**config.mk**
```make
export PLATFORM = sky130hd
export DESIGN_NAME = rate_shift_ctrl
export DESIGN_NICKNAME = d
export VERILOG_FILES = /design/src/rtl/rsc_pkg.sv /design/src/rtl/rsc_divider.sv /design/src/rtl/rsc_tx_ctrl.sv /design/src/rtl/rsc_rx_ctrl.sv /design/src/rtl/rate_shift_ctrl.sv
export SDC_FILE = /design/constraint.sdc
export NUM_CORES = 1
export LEC_CHECK = 0
export BUFFER_PORTS_ARGS = -buffer_cell sky130_fd_sc_hd__buf_2
export CAP_MARGIN = 20
export CELL_PAD_IN_SITES_DETAIL_PLACEMENT = 0
export CELL_PAD_IN_SITES_GLOBAL_PLACEMENT = 2
export CORE_MARGIN = 8
export CORE_UTILIZATION = 30
export CTS_CLUSTER_SIZE = 12
export DETAILED_ROUTE_END_ITERATION = 8
export HOLD_SLACK_MARGIN = 0.1
export PLACE_DENSITY_LB_ADDON = 0.05
export SYNTH_ARGS = -nofsm -noshare
export SYNTH_HDL_FRONTEND = slang
export SYNTH_HIERARCHICAL = 1
export SYNTH_SLANG_ARGS = --single-unit
```
**constraint.sdc**
```tcl
create_clock -name clk -period 3.1 [get_ports clk]
set_input_delay 0.465 -clock clk [delete_from_list [all_inputs] [get_ports clk]]
set_output_delay 0.465 -clock clk [all_outputs]
set_load 0.005 [all_outputs]
```
**src/rtl/rsc_pkg.sv**
```systemverilog
package rsc_pkg;
    typedef enum logic [2:0] {
        T_IDLE, T_WAIT_GAP, T_SEND, T_COUNT, T_ARMED
    } tx_state_t;

    typedef enum logic [2:0] {
        R_HUNT, R_LANE1, R_LANE2, R_LANE3, R_COUNT, R_ARMED
    } rx_state_t;

    localparam logic [7:0] MIN_COUNT = 8'd3;
endpackage

```
**src/rtl/rsc_divider.sv**
```systemverilog
module rsc_divider #(
    parameter int DIV_RATIO = 10
) (
    input  logic clk,
    input  logic rst_n,
    input  logic armed_i,
    input  logic armed_low_i,
    output logic wrap_o,
    output logic sym_en_o,
    output logic low_o
);
    localparam int CW = $clog2(DIV_RATIO);
    localparam logic [CW-1:0] LAST = CW'(DIV_RATIO - 1);

    logic [CW-1:0] cnt_q;
    logic          low_q;

    always_ff @(posedge clk) begin
        if (!rst_n) begin
            cnt_q <= '0;
            low_q <= 1'b0;
        end else begin
            cnt_q <= wrap_o ? '0 : cnt_q + 1'b1;
            if (armed_i && wrap_o) low_q <= armed_low_i;
        end
    end

    always_comb begin
        wrap_o   = (cnt_q == LAST);
        sym_en_o = !low_q || (cnt_q == '0);
        low_o    = low_q;
    end


    speed_at_wrap_chk: assert property (@(posedge clk) disable iff (!rst_n)
        (low_q != $past(low_q)) |-> $past(wrap_o));


    low_spacing_chk: assert property (@(posedge clk) disable iff (!rst_n)
        (low_q && $past(low_q) && sym_en_o) |-> !$past(sym_en_o));
endmodule

```
**src/rtl/rsc_tx_ctrl.sv**
```systemverilog
module rsc_tx_ctrl
    import rsc_pkg::*;
#(
    parameter logic [7:0] Q_CODE    = 8'h9C,
    parameter logic [7:0] IDLE_CODE = 8'h07,
    parameter logic [7:0] DOWN_CODE = 8'h01,
    parameter logic [7:0] UP_CODE   = 8'h02,
    parameter int         COUNT_N   = 4
) (
    input  logic       clk,
    input  logic       rst_n,
    input  logic       sym_en,
    input  logic       wrap,
    input  logic       cur_low,
    input  logic       shift_req,
    input  logic       shift_dir,
    input  logic [7:0] in_data,
    input  logic       in_ctrl,
    output logic [7:0] out_data,
    output logic       out_ctrl,
    output logic       armed,
    output logic       armed_low
);
    localparam logic [7:0] N_BYTE = 8'(COUNT_N);

    tx_state_t  state_q, state_d;
    logic       pend_v, pend_dir, dir_q, prev_busy;
    logic [1:0] lane_q, lane_sel;
    logic [7:0] cnt_q;
    logic       is_idle, gap_start, take, drop, emit;

    assign is_idle   = in_ctrl && (in_data == IDLE_CODE);
    assign gap_start = sym_en && is_idle && prev_busy;
    assign take      = (state_q == T_IDLE) && pend_v && (pend_dir != cur_low);
    assign drop      = (state_q == T_IDLE) && pend_v && (pend_dir == cur_low);

    always_comb begin
        state_d = state_q;
        unique case (state_q)
            T_IDLE:     if (take) state_d = T_WAIT_GAP;
            T_WAIT_GAP: if (gap_start) state_d = T_SEND;
            T_SEND:     if (sym_en && lane_q == 2'd3) state_d = T_COUNT;
            T_COUNT:    if (sym_en && cnt_q == 8'd1) state_d = T_ARMED;
            T_ARMED:    if (wrap) state_d = T_IDLE;
            default:    state_d = T_IDLE;
        endcase
    end

    always_ff @(posedge clk) begin
        if (!rst_n) begin
            state_q   <= T_IDLE;
            pend_v    <= 1'b0;
            pend_dir  <= 1'b0;
            dir_q     <= 1'b0;
            prev_busy <= 1'b0;
            lane_q    <= 2'd0;
            cnt_q     <= 8'd0;
        end else begin
            state_q <= state_d;
            if (shift_req) begin
                pend_v   <= 1'b1;
                pend_dir <= shift_dir;
            end else if (take || drop) begin
                pend_v <= 1'b0;
            end
            if (take) dir_q <= pend_dir;
            if (sym_en) prev_busy <= !is_idle;
            if (state_q == T_WAIT_GAP && gap_start) lane_q <= 2'd1;
            else if (state_q == T_SEND && sym_en) lane_q <= lane_q + 2'd1;
            if (state_q == T_SEND && sym_en && lane_q == 2'd3) cnt_q <= N_BYTE;
            else if (state_q == T_COUNT && sym_en) cnt_q <= cnt_q - 8'd1;
        end
    end

    always_comb begin
        emit     = 1'b0;
        lane_sel = lane_q;
        out_data = in_data;
        out_ctrl = in_ctrl;
        if (state_q == T_WAIT_GAP && gap_start) begin
            emit     = 1'b1;
            lane_sel = 2'd0;
        end else if (state_q == T_SEND) begin
            emit = 1'b1;
        end
        if (emit) begin
            unique case (lane_sel)
                2'd0: begin out_data = Q_CODE; out_ctrl = 1'b1; end
                2'd1: begin out_data = dir_q ? 8'h00 : UP_CODE; out_ctrl = 1'b0; end
                2'd2: begin out_data = dir_q ? DOWN_CODE : 8'h00; out_ctrl = 1'b0; end
                default: begin out_data = N_BYTE; out_ctrl = 1'b0; end
            endcase
        end
        armed     = (state_q == T_ARMED);
        armed_low = dir_q;
    end


    os_in_gap_chk: assert property (@(posedge clk) disable iff (!rst_n)
        (out_ctrl && out_data == Q_CODE && !(in_ctrl && in_data == Q_CODE))
        |-> (in_ctrl && in_data == IDLE_CODE));


    hold_req_chk: assert property (@(posedge clk) disable iff (!rst_n)
        (shift_req && state_q != T_IDLE) |=> pend_v);


    drop_same_chk: assert property (@(posedge clk) disable iff (!rst_n)
        (state_q == T_IDLE && pend_v && pend_dir == cur_low && !shift_req)
        |=> (state_q == T_IDLE && !pend_v));
endmodule

```
**src/rtl/rsc_rx_ctrl.sv**
```systemverilog
module rsc_rx_ctrl
    import rsc_pkg::*;
#(
    parameter logic [7:0] Q_CODE    = 8'h9C,
    parameter logic [7:0] DOWN_CODE = 8'h01,
    parameter logic [7:0] UP_CODE   = 8'h02
) (
    input  logic       clk,
    input  logic       rst_n,
    input  logic       sym_en,
    input  logic       wrap,
    input  logic [7:0] in_data,
    input  logic       in_ctrl,
    output logic       armed,
    output logic       armed_low
);
    rx_state_t  state_q, state_d;
    logic [7:0] b1_q, cnt_q;
    logic       dir_q;
    logic       pair_down, pair_up;

    assign pair_down = (b1_q == 8'h00) && (in_data == DOWN_CODE);
    assign pair_up   = (b1_q == UP_CODE) && (in_data == 8'h00);

    always_comb begin
        state_d = state_q;
        unique case (state_q)
            R_HUNT:  if (sym_en && in_ctrl && in_data == Q_CODE) state_d = R_LANE1;
            R_LANE1: if (sym_en) state_d = in_ctrl ? R_HUNT : R_LANE2;
            R_LANE2: if (sym_en) state_d = (!in_ctrl && (pair_down || pair_up)) ? R_LANE3 : R_HUNT;
            R_LANE3: if (sym_en) state_d = (!in_ctrl && in_data >= MIN_COUNT) ? R_COUNT : R_HUNT;
            R_COUNT: if (sym_en && cnt_q == 8'd1) state_d = R_ARMED;
            R_ARMED: if (wrap) state_d = R_HUNT;
            default: state_d = R_HUNT;
        endcase
    end

    always_ff @(posedge clk) begin
        if (!rst_n) begin
            state_q <= R_HUNT;
            b1_q    <= 8'd0;
            cnt_q   <= 8'd0;
            dir_q   <= 1'b0;
        end else begin
            state_q <= state_d;
            if (state_q == R_LANE1 && sym_en) b1_q <= in_data;
            if (state_q == R_LANE2 && sym_en) dir_q <= pair_down;
            if (state_q == R_LANE3 && sym_en) cnt_q <= in_data;
            else if (state_q == R_COUNT && sym_en) cnt_q <= cnt_q - 8'd1;
        end
    end

    always_comb begin
        armed     = (state_q == R_ARMED);
        armed_low = dir_q;
    end


    short_count_chk: assert property (@(posedge clk) disable iff (!rst_n)
        (state_q == R_LANE3 && sym_en && in_data < MIN_COUNT) |=> (state_q == R_HUNT));


    busy_ignores_chk: assert property (@(posedge clk) disable iff (!rst_n)
        (state_q == R_COUNT && !sym_en) |=> (state_q == R_COUNT));
endmodule

```
**src/rtl/rate_shift_ctrl.sv**
```systemverilog
module rate_shift_ctrl #(
    parameter int         DIV_RATIO = 10,
    parameter int         COUNT_N   = 4,
    parameter logic [7:0] Q_CODE    = 8'h9C,
    parameter logic [7:0] IDLE_CODE = 8'h07,
    parameter logic [7:0] DOWN_CODE = 8'h01,
    parameter logic [7:0] UP_CODE   = 8'h02
) (
    input  logic       clk,
    input  logic       rst_n,
    input  logic       shift_req,
    input  logic       shift_dir,
    input  logic [7:0] tx_in_data,
    input  logic       tx_in_ctrl,
    output logic [7:0] tx_out_data,
    output logic       tx_out_ctrl,
    input  logic [7:0] rx_in_data,
    input  logic       rx_in_ctrl,
    output logic       speed_is_low,
    output logic       sym_en,
    output logic       rx_speed_is_low,
    output logic       rx_sym_en
);
    logic tx_wrap, tx_armed, tx_armed_low;
    logic rx_wrap, rx_armed, rx_armed_low;

    rsc_divider #(.DIV_RATIO(DIV_RATIO)) u_tx_div (
        .clk(clk), .rst_n(rst_n), .armed_i(tx_armed), .armed_low_i(tx_armed_low),
        .wrap_o(tx_wrap), .sym_en_o(sym_en), .low_o(speed_is_low)
    );

    rsc_tx_ctrl #(
        .Q_CODE(Q_CODE), .IDLE_CODE(IDLE_CODE), .DOWN_CODE(DOWN_CODE),
        .UP_CODE(UP_CODE), .COUNT_N(COUNT_N)
    ) u_tx (
        .clk(clk), .rst_n(rst_n), .sym_en(sym_en), .wrap(tx_wrap),
        .cur_low(speed_is_low), .shift_req(shift_req), .shift_dir(shift_dir),
        .in_data(tx_in_data), .in_ctrl(tx_in_ctrl),
        .out_data(tx_out_data), .out_ctrl(tx_out_ctrl),
        .armed(tx_armed), .armed_low(tx_armed_low)
    );

    rsc_divider #(.DIV_RATIO(DIV_RATIO)) u_rx_div (
        .clk(clk), .rst_n(rst_n), .armed_i(rx_armed), .armed_low_i(rx_armed_low),
        .wrap_o(rx_wrap), .sym_en_o(rx_sym_en), .low_o(rx_speed_is_low)
    );

    rsc_rx_ctrl #(
        .Q_CODE(Q_CODE), .DOWN_CODE(DOWN_CODE), .UP_CODE(UP_CODE)
    ) u_rx (
        .clk(clk), .rst_n(rst_n), .sym_en(rx_sym_en), .wrap(rx_wrap),
        .in_data(rx_in_data), .in_ctrl(rx_in_ctrl),
        .armed(rx_armed), .armed_low(rx_armed_low)
    );


    rx_switch_armed_chk: assert property (@(posedge clk) disable iff (!rst_n)
        (rx_speed_is_low != $past(rx_speed_is_low)) |-> $past(rx_armed));
endmodule

```
==> out/results.tsv, run 1 <==
metric	value	unit
number of global-route vias before repair	2399	
worst vdd ir	0.000149	V
H-tree Lvls	2	
async set-or-reset flop fraction in the synthesized netlist	0	
cell class contributing the biggest share of worst-path delay	simple AND/OR/NAND/NOR gates	
Final ANT Viol Nets	0	
total leakage power	1.24	nW
number of antenna cells inserted	0	
total of hold buffers inserted after clock tree synthesis	0	
Gate Count Post-Synth	313	
type of the worst min-delay path	in2reg	
final cell utilization of the core	0.351	
ordered cell list for the critical path	inv_1, ha_1, inv_1, o31ai_4, nor3b_2, nand4_1, buf_4, nand2_1, ha_1, and3b_1, mux2_1, buf_2	
Achievable Freq	0.338	GHz
via count	2347	
first-iteration detailed-routing DRC count	76	
met1 demand-to-capacity share in global routing	0.133	
TNS Setup	0	ns
count of clock tree sinks	47	
Clk pin slew, worst setup/hold paths	0.09	ns
detail-routed net length per standard cell	14.4	um
most used flip-flop cell after synthesis	dfxtp_1	
TritonCTS clock tree	done	
total global routing overflow	0	
starting utilization of the core area	0.302	
post-layout min period	2.96	ns
first-pass iteration count of the detailed router	6	
Area growth, synth to finish	16.0	%
Slew HR	0.598	
worst endpoint data arrival time	2.49	ns
count of cell types in the netlist	57	
Core Region	0.00906	mm^2
transition at the pin with the smallest max-transition slack	0.599	ns
placement row count	35	
WP buf/inv	4	
DRC	0	
Setup Viol. Count Final	0	
maximum clock insertion buffer count	2	
chip height	112	um
antenna violations before repair	0	
Synthesized Nets	350	
post-synthesis instance area	0.00274	mm^2
CP endpoint kind	output port	
Die Footprint	0.0125	mm^2
largest net degree at the start of global routing	20	
placed cells	455	
Max Clock Skew	0.00623	ns
proportion of synthesized chip area in sequential cells	0.343	
number of buffers added by the clock tree synthesis step	5	
grt peak-use layer	met2	
category of the worst setup path launch point	flip-flop	
Avg Vias per Cell	5.07	
outcome	complete, no violations	
DIE WIDTH	112	um
maximum single-stage delay on the critical path	0.43	ns
PortBufs	34	
clock insertion delay at the later pin of the skew report	0.30	ns
Final period util	0.955	
met3 track demand over resource	0.0233	
share of post-route cells with drive strength above 1	0.213	
number of cells in the finished layout apart from fillers	463	
Post-layout nets	388	
final weighted congestion in routability-driven placement	0.744	
slowest cell on the critical path	dfxtp_1	
mean instance size in the synthesized netlist	8.76	um^2
count of yosys warnings during synthesis	6	
post-synthesis sequential element count	47	
I/O Pins	35	
placed wire-length estimate	5060	um
cell chosen for the clock root	clkbuf_8	
Req. time, crit path	2.63	ns
endpoints failing hold	0	
number of max-capacitance violations reported	0	
class of the most critical setup path	reg2out	
P per Cell Area	390	mW/mm^2
Post-CTS Setup Bufs	0	
first-pass GRT wire length	11500	um
count of cells resized by post-cts repair	0	
number of synthesized flops with an enable pin	0	
met2 capacity usage during global routing	0.192	
count of final max-slew check failures	0	
GR Util All Layers	0.110	
largest driver fanout on the critical path	6	
Post-Route WL	6690	um
[routing by layer]
layer | share of wire | up-vias
met2 | 0.49 | 42
met4 | 0.0073 | 0
met1 | 0.47 | 1103
li1 | - | 1198
met3 | 0.031 | 4
met5 | 0 | -
[worst min-delay path: stages]
cell and delay (ns):
buf_2 0.07, mux2i_1 0.05, nor2_1 0.07
[report_power, final]
group	internal, mW	switching, mW	leakage [nW]
logic	0.0756	0.0823	0.804
clock network	0.203	0.222	0.0505
registers	0.628	0.0299	0.381
total	0.907	0.334	1.24
[logic make-up after synthesis]
group                    synth area share
AND/OR/NAND/NOR                     0.307
AO/OA/AOI/OAI                       0.120
flip-flops                          0.343
buffers and inverters              0.0429
multiplexers                       0.0803
adder cells (fa/ha/maj)            0.0685
XOR/XNOR                           0.0383
[cell usage in the layout, fill, tap and decap left out, drive strengths merged, types with 10 or more instances in the layout]
master / instances
mux2i: 13
buf: 41
nor3: 10
dfxtp: 47
ha: 15
a21oi: 18
nor3b: 10
nor2: 40
nand2: 19
inv: 17
[layout make-up]
| type | instances | area (um^2) |
|---|---|---|
| fill | 956 | 5880 |
| sequential | 47 | 941 |
| clock inverter | 1 | 7.51 |
| multi-input combinational | 238 | 1710 |
| timing repair buffer | 41 | 223 |
| clock buffer | 7 | 96.3 |
| tap | 111 | 139 |
| inverter | 18 | 67.6 |
[synth_stat cells (5+ instances only)]
| library cell | instances | area (um^2) |
|---|---|---|
| a21oi_1 | 17 | 85.1 |
| and3_1 | 5 | 31.3 |
| dfxtp_1 | 47 | 941 |
| ha_1 | 15 | 188 |
| inv_1 | 17 | 63.8 |
| mux2_2 | 6 | 67.6 |
| mux2i_1 | 13 | 130 |
| nand2_1 | 19 | 71.3 |
| nand3_1 | 8 | 40.0 |
| nand4_1 | 6 | 37.5 |
| nand4b_1 | 7 | 61.3 |
| nor2_1 | 40 | 150 |
| nor2b_1 | 5 | 31.3 |
| nor3_1 | 8 | 40.0 |
| nor3b_1 | 7 | 52.6 |
| o21ai_0 | 6 | 30.0 |
| xnor2_1 | 5 | 43.8 |
| xor2_1 | 7 | 61.3 |
[registers in the layout, summed over array words and instances, names as in the netlist]
| signal | count |
|---|---|
| u_rx/b1_q | 8 |
| u_rx/cnt_q | 8 |
| u_tx/cnt_q | 8 |
| u_rx_div/cnt_q | 4 |
| u_tx_div/cnt_q | 4 |
| u_rx/state_q | 3 |
| u_tx/state_q | 3 |
| u_tx/lane_q | 2 |
| u_rx/armed_low | 1 |
| u_rx_div/low_o | 1 |
| u_tx/armed_low | 1 |
| u_tx/pend_dir | 1 |
| u_tx/pend_v | 1 |
| u_tx/prev_busy | 1 |
| u_tx_div/low_o | 1 |
[per-stage QoR]
stage                     power (mW)  area [um^2]  worst slack [ns]  hold WS [ns]
after detailed placement       0.831         3050             0.352         0.467
after global routing            1.32         3180           -0.0270         0.399
after global placement         0.832         3050             0.380         0.461
after CTS                       1.27         3160           0.00237         0.387
final                           1.24         3180             0.140         0.396
after floorplan                0.771         2740             0.189         0.434
[worst paths after layout]
| kind | slack (ns) | endpoint | startpoint | cells after the start |
|---|---|---|---|---|
| worst max-delay path | 0.14 | tx_out_data[0] | u_tx_div/cnt_q[0]$_SDFF_PP0_ | 12 |
| worst min-delay path | 0.40 | u_tx/pend_dir$_SDFFE_PN0P_ | shift_dir | 3 |
| worst max register to register | 1.05 | u_rx/cnt_q[1]$_SDFFE_PN0P_ | u_rx_div/cnt_q[0]$_SDFF_PP0_ | 9 |
| worst min register to register | 0.48 | u_rx_div/low_o$_SDFFE_PN0P_ | u_rx/armed_low$_SDFFE_PN0P_ | 2 |
No activity file was read; power rests on OpenSTA's default activity.
==> run 2, diff against run 1 <==
--- a/config.mk
+++ b/config.mk
@@ -7,8 +7,6 @@
 export LEC_CHECK = 0
 export BUFFER_PORTS_ARGS = -buffer_cell sky130_fd_sc_hd__buf_2
 export CAP_MARGIN = 20
-export CELL_PAD_IN_SITES_DETAIL_PLACEMENT = 0
-export CELL_PAD_IN_SITES_GLOBAL_PLACEMENT = 2
 export CORE_MARGIN = 8
 export CORE_UTILIZATION = 30
 export CTS_CLUSTER_SIZE = 12
==> run 2 against run 1 <==
Global-route usage shrank 0.094 points. Sequential share of layout area shrank 0.57 points. Clock skew grew 0.0096 ns. Utilization grew 0.88 points. Register-to-register slack lost 0.07 ns. Largest cell class unchanged. Highest routed layer unchanged.
==> out/results.tsv, run 2 (same netlist as run 1, synthesis figures left out) <==
metric	value	unit	change
outcome	complete, no violations		unchanged
worst flop-to-flop path startpoint	u_rx_div/cnt_q[0]$_SDFF_PP0_		unchanged
Sequential Power Share	0.540		was 0.530
total global routing overflow	0		unchanged
Power Internal	0.872	mW	was 0.907 mW
Req. time, crit path	2.63	ns	about the same
Slew HR	0.584		was 0.598
DRC	0		unchanged
Clk pin slew, worst setup/hold paths	0.10	ns	was 0.09 ns
P per Cell Area	373	mW/mm^2	was 390 mW/mm^2
first-iteration detailed-routing DRC count	61		was 76
registers with the most flip-flops	u_rx/b1_q (8), u_rx/cnt_q (8), u_tx/cnt_q (8)		unchanged
number of buffers added by the clock tree synthesis step	5		unchanged
commonest non-fill, non-tap cells in the layout	45 x dfxtp_1, 40 x nor2_1, 33 x buf_2, 18 x nand2_1, 17 x a21oi_1		was 47 x dfxtp_1, 40 x nor2_1, 34 x buf_2, 19 x nand2_1
total of hold buffers inserted after clock tree synthesis	0		unchanged
largest net degree at the start of global routing	20		unchanged
Post-Route WL	6810	um	was 6690 um
final weighted congestion in routability-driven placement	0.750		was 0.744
Area growth, synth to finish	18.9	%	was 16.0%
source of the worst hold timing path	shift_dir		unchanged
number of global-route vias before repair	2364		was 2399
cell chosen for the clock root	clkbuf_8		unchanged
largest driver fanout on the critical path	7		was 6
Final ANT Viol Nets	0		unchanged
PortBufs	34		unchanged
worst endpoint data arrival time	2.50	ns	was 2.49 ns
clock insertion delay at the later pin of the skew report	0.30	ns	about the same
most common cell after layout, fill and taps aside	dfxtp_1		unchanged
endpoints failing hold	0		unchanged
category of the worst setup path launch point	flip-flop		unchanged
Critical Path Source	u_tx_div/cnt_q[0]$_SDFF_PP0_		unchanged
total leakage power	1.27	nW	was 1.24 nW
Final period util	0.957		was 0.955
share of post-route cells with drive strength above 1	0.257		was 0.213
first-pass GRT wire length	11400	um	was 11500 um
relative contribution of combinational cells to total power	0.140		was 0.127
DIE WIDTH	112	um	unchanged
count of clock tree sinks	47		unchanged
post-layout min period	2.97	ns	was 2.96 ns
Die Footprint	0.0125	mm^2	unchanged
number of max-capacitance violations reported	0		unchanged
TritonCTS clock tree	done		unchanged
Setup Viol. Count Final	0		unchanged
antenna violations before repair	0		unchanged
Net Sw Frac	0.284		was 0.269
Achievable Freq	0.337	GHz	was 0.338 GHz
I/O Pins	35		unchanged
maximum clock insertion buffer count	2		unchanged
worst vdd ir	0.000142	V	was 0.000149 V
number of antenna cells inserted	0		unchanged
CP endpoint kind	output port		unchanged
chip height	112	um	unchanged
type of the worst min-delay path	in2reg		unchanged
count of final max-slew check failures	0		unchanged
Post-Route Hold Slack	0.387	ns	was 0.396 ns
Avg Vias per Cell	5.06		was 5.07
H-tree Lvls	2		unchanged
final cell utilization of the core	0.360		was 0.351
clock group share of total power	0.320		was 0.343
Core Region	0.00906	mm^2	unchanged
GR Util All Layers	0.109		was 0.110
starting utilization of the core area	0.302		unchanged
Post-layout nets	394		was 388
placed wire-length estimate	4980	um	was 5060 um
net switching power	0.346	mW	was 0.334 mW
first-pass iteration count of the detailed router	4		was 6
detail-routed net length per standard cell	14.5	um	was 14.4 um
via count	2372		was 2347
placement row count	35		unchanged
class of the most critical setup path	reg2out		unchanged
Max Clock Skew	0.0158	ns	was 0.00623 ns
transition at the pin with the smallest max-transition slack	0.620	ns	was 0.599 ns
==> run 2: stage by stage <==
stage                     std cells  instance area [um^2]  power, mW  setup WS, ns  TNS (ns)
final                           469                  3260       1.22         0.133         0
after global routing            469                  3260       1.29       -0.0173   -0.0287
after CTS                       463                  3150       1.24       0.00529         0
after global placement          455                  3050      0.832         0.325         0
after detailed placement        455                  3050      0.833         0.285         0
after floorplan                 313                  2740      0.771         0.189         0
==> run 2: repair_timing <==
item                                    4_1_cts  5_1_grt
buffers inserted                              0        6
gates resized for setup                       1       19
endpoints found under the setup margin        7        7
pin swaps                                     0        6
==> run 2: path summary, 6_finish.rpt <==
check	slack [ns]	cells after the start	endpoint
hold / removal	0.39	3	u_tx/pend_dir$_SDFFE_PN0P_
setup / recovery	0.13	10	tx_out_data[2]
hold reg to reg	0.46	2	u_rx_div/low_o$_SDFFE_PN0P_
setup reg to reg	0.98	9	u_rx/cnt_q[1]$_SDFFE_PN0P_
==> run 2: worst max-delay path, cell delays in order, from the launching register on <==
cell	delay, ns
dfxtp_4	0.38
inv_2	0.07
ha_4	0.12
inv_2	0.04
o31ai_4	0.28
buf_6	0.15
and4b_1	0.20
nand4_1	0.15
a21oi_4	0.31
mux2_2	0.37
buf_2	0.13
==> run 2: routing by layer <==
metal | GRT usage | part of all wire | up-vias | wire length (um)
met5 | 0 | 0 | - | 0
met4 | 0.0310 | 0.0071 | 0 | 48
met3 | 0.0260 | 0.033 | 4 | 223
met2 | 0.175 | 0.46 | 41 | 3100
met1 | 0.143 | 0.50 | 1116 | 3430
li1 | - | - | 1211 | -
==> run 2: cell type report <==
type | instances | area [um^2]
tap | 111 | 139
multi-input combinational | 238 | 1740
clock buffer | 5 | 68.8
inverter | 18 | 67.6
sequential | 47 | 946
clock inverter | 3 | 25.0
fill | 965 | 5800
timing repair buffer | 47 | 278
==> run 2: power by group through the flow <==
stage / registers [mW] / clock network, mW / logic (mW)
6_report: 0.658 / 0.390 / 0.170
5_1_grt: 0.663 / 0.438 / 0.191
4_1_cts: 0.657 / 0.417 / 0.162
3_5_place_dp: 0.671 / 0 / 0.161
3_3_place_gp: 0.671 / 0 / 0.161
2_1_floorplan: 0.656 / 0 / 0.115
==> run 3, diff against run 2 <==
==> constraint.sdc (replaced) <==
create_clock -name clk -period 3.1 [get_ports clk]
set_input_delay 0.62 -clock clk [delete_from_list [all_inputs] [get_ports clk]]
set_output_delay 0.62 -clock clk [all_outputs]
set_load 0.005 [all_outputs]
==> run 3 against run 2 <==
Die area stayed put. Via count increased by 0.34%. Utilization is 0.22 points higher. Final cell count grew 0.43%. Register-to-register slack lost 0.03 ns. Cell area grew 0.61%. Largest cell class unchanged. Largest power group unchanged.
==> out/results.tsv, run 3 (same netlist as run 1, synthesis figures left out) <==
metric	value	unit	change
outcome	complete, no violations		unchanged
CP endpoint kind	output port		unchanged
largest driver fanout on the critical path	7		unchanged
R2R cell count	9		unchanged
registers with the most flip-flops	u_rx/b1_q (8), u_rx/cnt_q (8), u_tx/cnt_q (8)		unchanged
chip height	112	um	unchanged
DIE WIDTH	112	um	unchanged
category of the worst setup path launch point	flip-flop		unchanged
antenna violations before repair	0		unchanged
RSZ-0062 raised after global routing	true		
Avg Vias per Cell	5.05		was 5.06
Hold EP	u_rx_div/low_o$_SDFFE_PN0P_		was u_tx/pend_dir$_SDFFE_PN0P_
Area growth, synth to finish	19.7	%	was 18.9%
Setup Viol. Count Final	0		unchanged
final weighted congestion in routability-driven placement	0.741		was 0.750
net switching power	0.342	mW	was 0.346 mW
number of cells in the finished layout apart from fillers	471		was 469
placement row count	35		unchanged
Die Footprint	0.0125	mm^2	unchanged
Post-Route Hold Slack	0.463	ns	was 0.387 ns
GR Util All Layers	0.112		was 0.109
placed cells	459		was 455
number of max-capacitance violations reported	0		unchanged
post-layout min period	3.03	ns	was 2.97 ns
number of antenna cells inserted	0		unchanged
count of clock tree sinks	47		unchanged
Core Region	0.00906	mm^2	unchanged
worst flop-to-flop path startpoint	u_rx_div/cnt_q[0]$_SDFF_PP0_		unchanged
total of hold buffers inserted after clock tree synthesis	0		unchanged
Achievable Freq	0.330	GHz	was 0.337 GHz
commonest non-fill, non-tap cells in the layout	46 x dfxtp_1, 40 x nor2_1, 31 x buf_2, 18 x nand2_1, 17 x a21oi_1		was 45 x dfxtp_1, 40 x nor2_1, 33 x buf_2, 18 x nand2_1, 17 x a21oi_1
transition at the pin with the smallest max-transition slack	0.634	ns	was 0.620 ns
endpoints failing hold	0		unchanged
share of post-route cells with drive strength above 1	0.253		was 0.257
Slew HR	0.575		was 0.584
PortBufs	34		unchanged
worst vdd ir	0.000154	V	was 0.000142 V
worst reg-to-reg setup slack	0.95	ns	was 0.98 ns
I/O Pins	35		unchanged
type of the worst min-delay path	reg2reg		was in2reg
Final ANT Viol Nets	0		unchanged
class of the most critical setup path	reg2out		unchanged
P per Cell Area	371	mW/mm^2	was 373 mW/mm^2
Post-layout nets	396		was 394
Sequential Power Share	0.539		was 0.540
number of global-route vias before repair	2353		was 2364
worst endpoint data arrival time	2.41	ns	was 2.50 ns
number of buffers added by the clock tree synthesis step	5		unchanged
Post-Route WL	6790	um	was 6810 um
source of the worst hold timing path	u_rx/armed_low$_SDFFE_PN0P_		was shift_dir
first-pass iteration count of the detailed router	4		unchanged
TritonCTS clock tree	done		unchanged
relative contribution of combinational cells to total power	0.146		was 0.140
Max Clock Skew	0.0131	ns	was 0.0158 ns
Net Sw Frac	0.281		was 0.284
count of final max-slew check failures	0		unchanged
total leakage power	1.29	nW	was 1.27 nW
most common cell after layout, fill and taps aside	dfxtp_1		unchanged
detail-routed net length per standard cell	14.4	um	was 14.5 um
via count	2380		was 2372
filler cell count	937		was 965
DRC	0		unchanged
worst hold path depth	2		was 3
first-pass GRT wire length	11700	um	was 11400 um
Place WS	0.0901	ns	was 0.285 ns
placed wire-length estimate	5000	um	was 4980 um
starting utilization of the core area	0.302		unchanged
clock group share of total power	0.315		was 0.320
Final period util	0.976		was 0.957
Req. time, crit path	2.48	ns	was 2.63 ns
Clk pin slew, worst setup/hold paths	0.10	ns	about the same
area of the multi-input gates	0.00174	mm^2	about the same
maximum clock insertion buffer count	2		unchanged
cell chosen for the clock root	clkbuf_8		unchanged
Final WS setup	0.0733	ns	was 0.133 ns
H-tree Lvls	2		unchanged
final cell utilization of the core	0.362		was 0.360
Sequential Area	942	um^2	was 946 um^2
first-iteration detailed-routing DRC count	69		was 61
Critical Path Source	u_tx_div/cnt_q[1]$_SDFF_PP0_		was u_tx_div/cnt_q[0]$_SDFF_PP0_
clock insertion delay at the later pin of the skew report	0.31	ns	was 0.30 ns
total global routing overflow	0		unchanged
Power Internal	0.874	mW	was 0.872 mW
largest net degree at the start of global routing	20		unchanged
Reg-to-Reg End	u_rx/cnt_q[1]$_SDFFE_PN0P_		unchanged
[run 3: changes by cell type in the layout (fill, tap and decap cells not counted), moves of 2 or more]
cell,delta
mux2_2,-3
buf_2,-2
clkinv_2,+2
mux2_4,+2
buf_4,+2
buf_6,+2
clkinv_4,-2
[run 3: worst max path at each step]
stage	slack (ns)	to
after floorplan	0.03	tx_out_data[0]
after global placement	0.13	tx_out_data[0]
after detailed placement	0.09	tx_out_data[0]
after CTS	0.002	tx_out_data[0]
after global routing	-0.07	tx_out_data[0]
final	0.07	tx_out_data[3]
[run 3: what timing repair did]
item,CTS,global route
endpoints found under the setup margin,7,7
gates resized for setup,12,9
buffers inserted,2,2
endpoints found under the hold margin,0,0
pin swaps,5,2
[run 3: layout make-up]
type,count,share of cell area
Clock inverter,3,0.00572
Tap cell,111,0.0423
Sequential cell,47,0.287
Clock buffer,5,0.0210
Inverter,18,0.0206
Multi-Input combinational cell,238,0.530
Timing Repair Buffer,49,0.0931
[run 3: power by group through the flow]
stage | Sequential, mW | Clock (mW) | Combinational (mW)
2_1_floorplan | 0.656 | 0 | 0.115
4_1_cts | 0.655 | 0.409 | 0.175
3_5_place_dp | 0.668 | 0 | 0.168
6_report | 0.655 | 0.383 | 0.177
5_1_grt | 0.660 | 0.429 | 0.200
3_3_place_gp | 0.668 | 0 | 0.167
[run 3: per-stage QoR]
step	setup TNS, ns	power [mW]	instance area (um^2)
floorplan	0	0.771	2740
global placement	0	0.835	3080
detailed placement	0	0.836	3080
CTS	0	1.24	3230
global route	-0.233	1.29	3280
finish	0	1.22	3280
[run 3: critical path, stage by stage, from the launching register on]
cell and delay (ns):
dfxtp_2 0.35, inv_2 0.07, ha_4 0.12, inv_2 0.04
o31ai_4 0.21, buf_6 0.15, and4b_1 0.20, nand4_1 0.15
a21oi_4 0.31, mux2_2 0.37, buf_2 0.13
[run 3: per-layer routing]
| layer | GRT usage | vias up | routed length (um) |
|---|---|---|---|
| li1 | - | 1214 | - |
| met1 | 0.140 | 1119 | 3340 |
| met2 | 0.182 | 38 | 3060 |
| met3 | 0.0325 | 9 | 303 |
| met4 | 0.0356 | 0 | 82 |
| met5 | 0 | - | 0 |
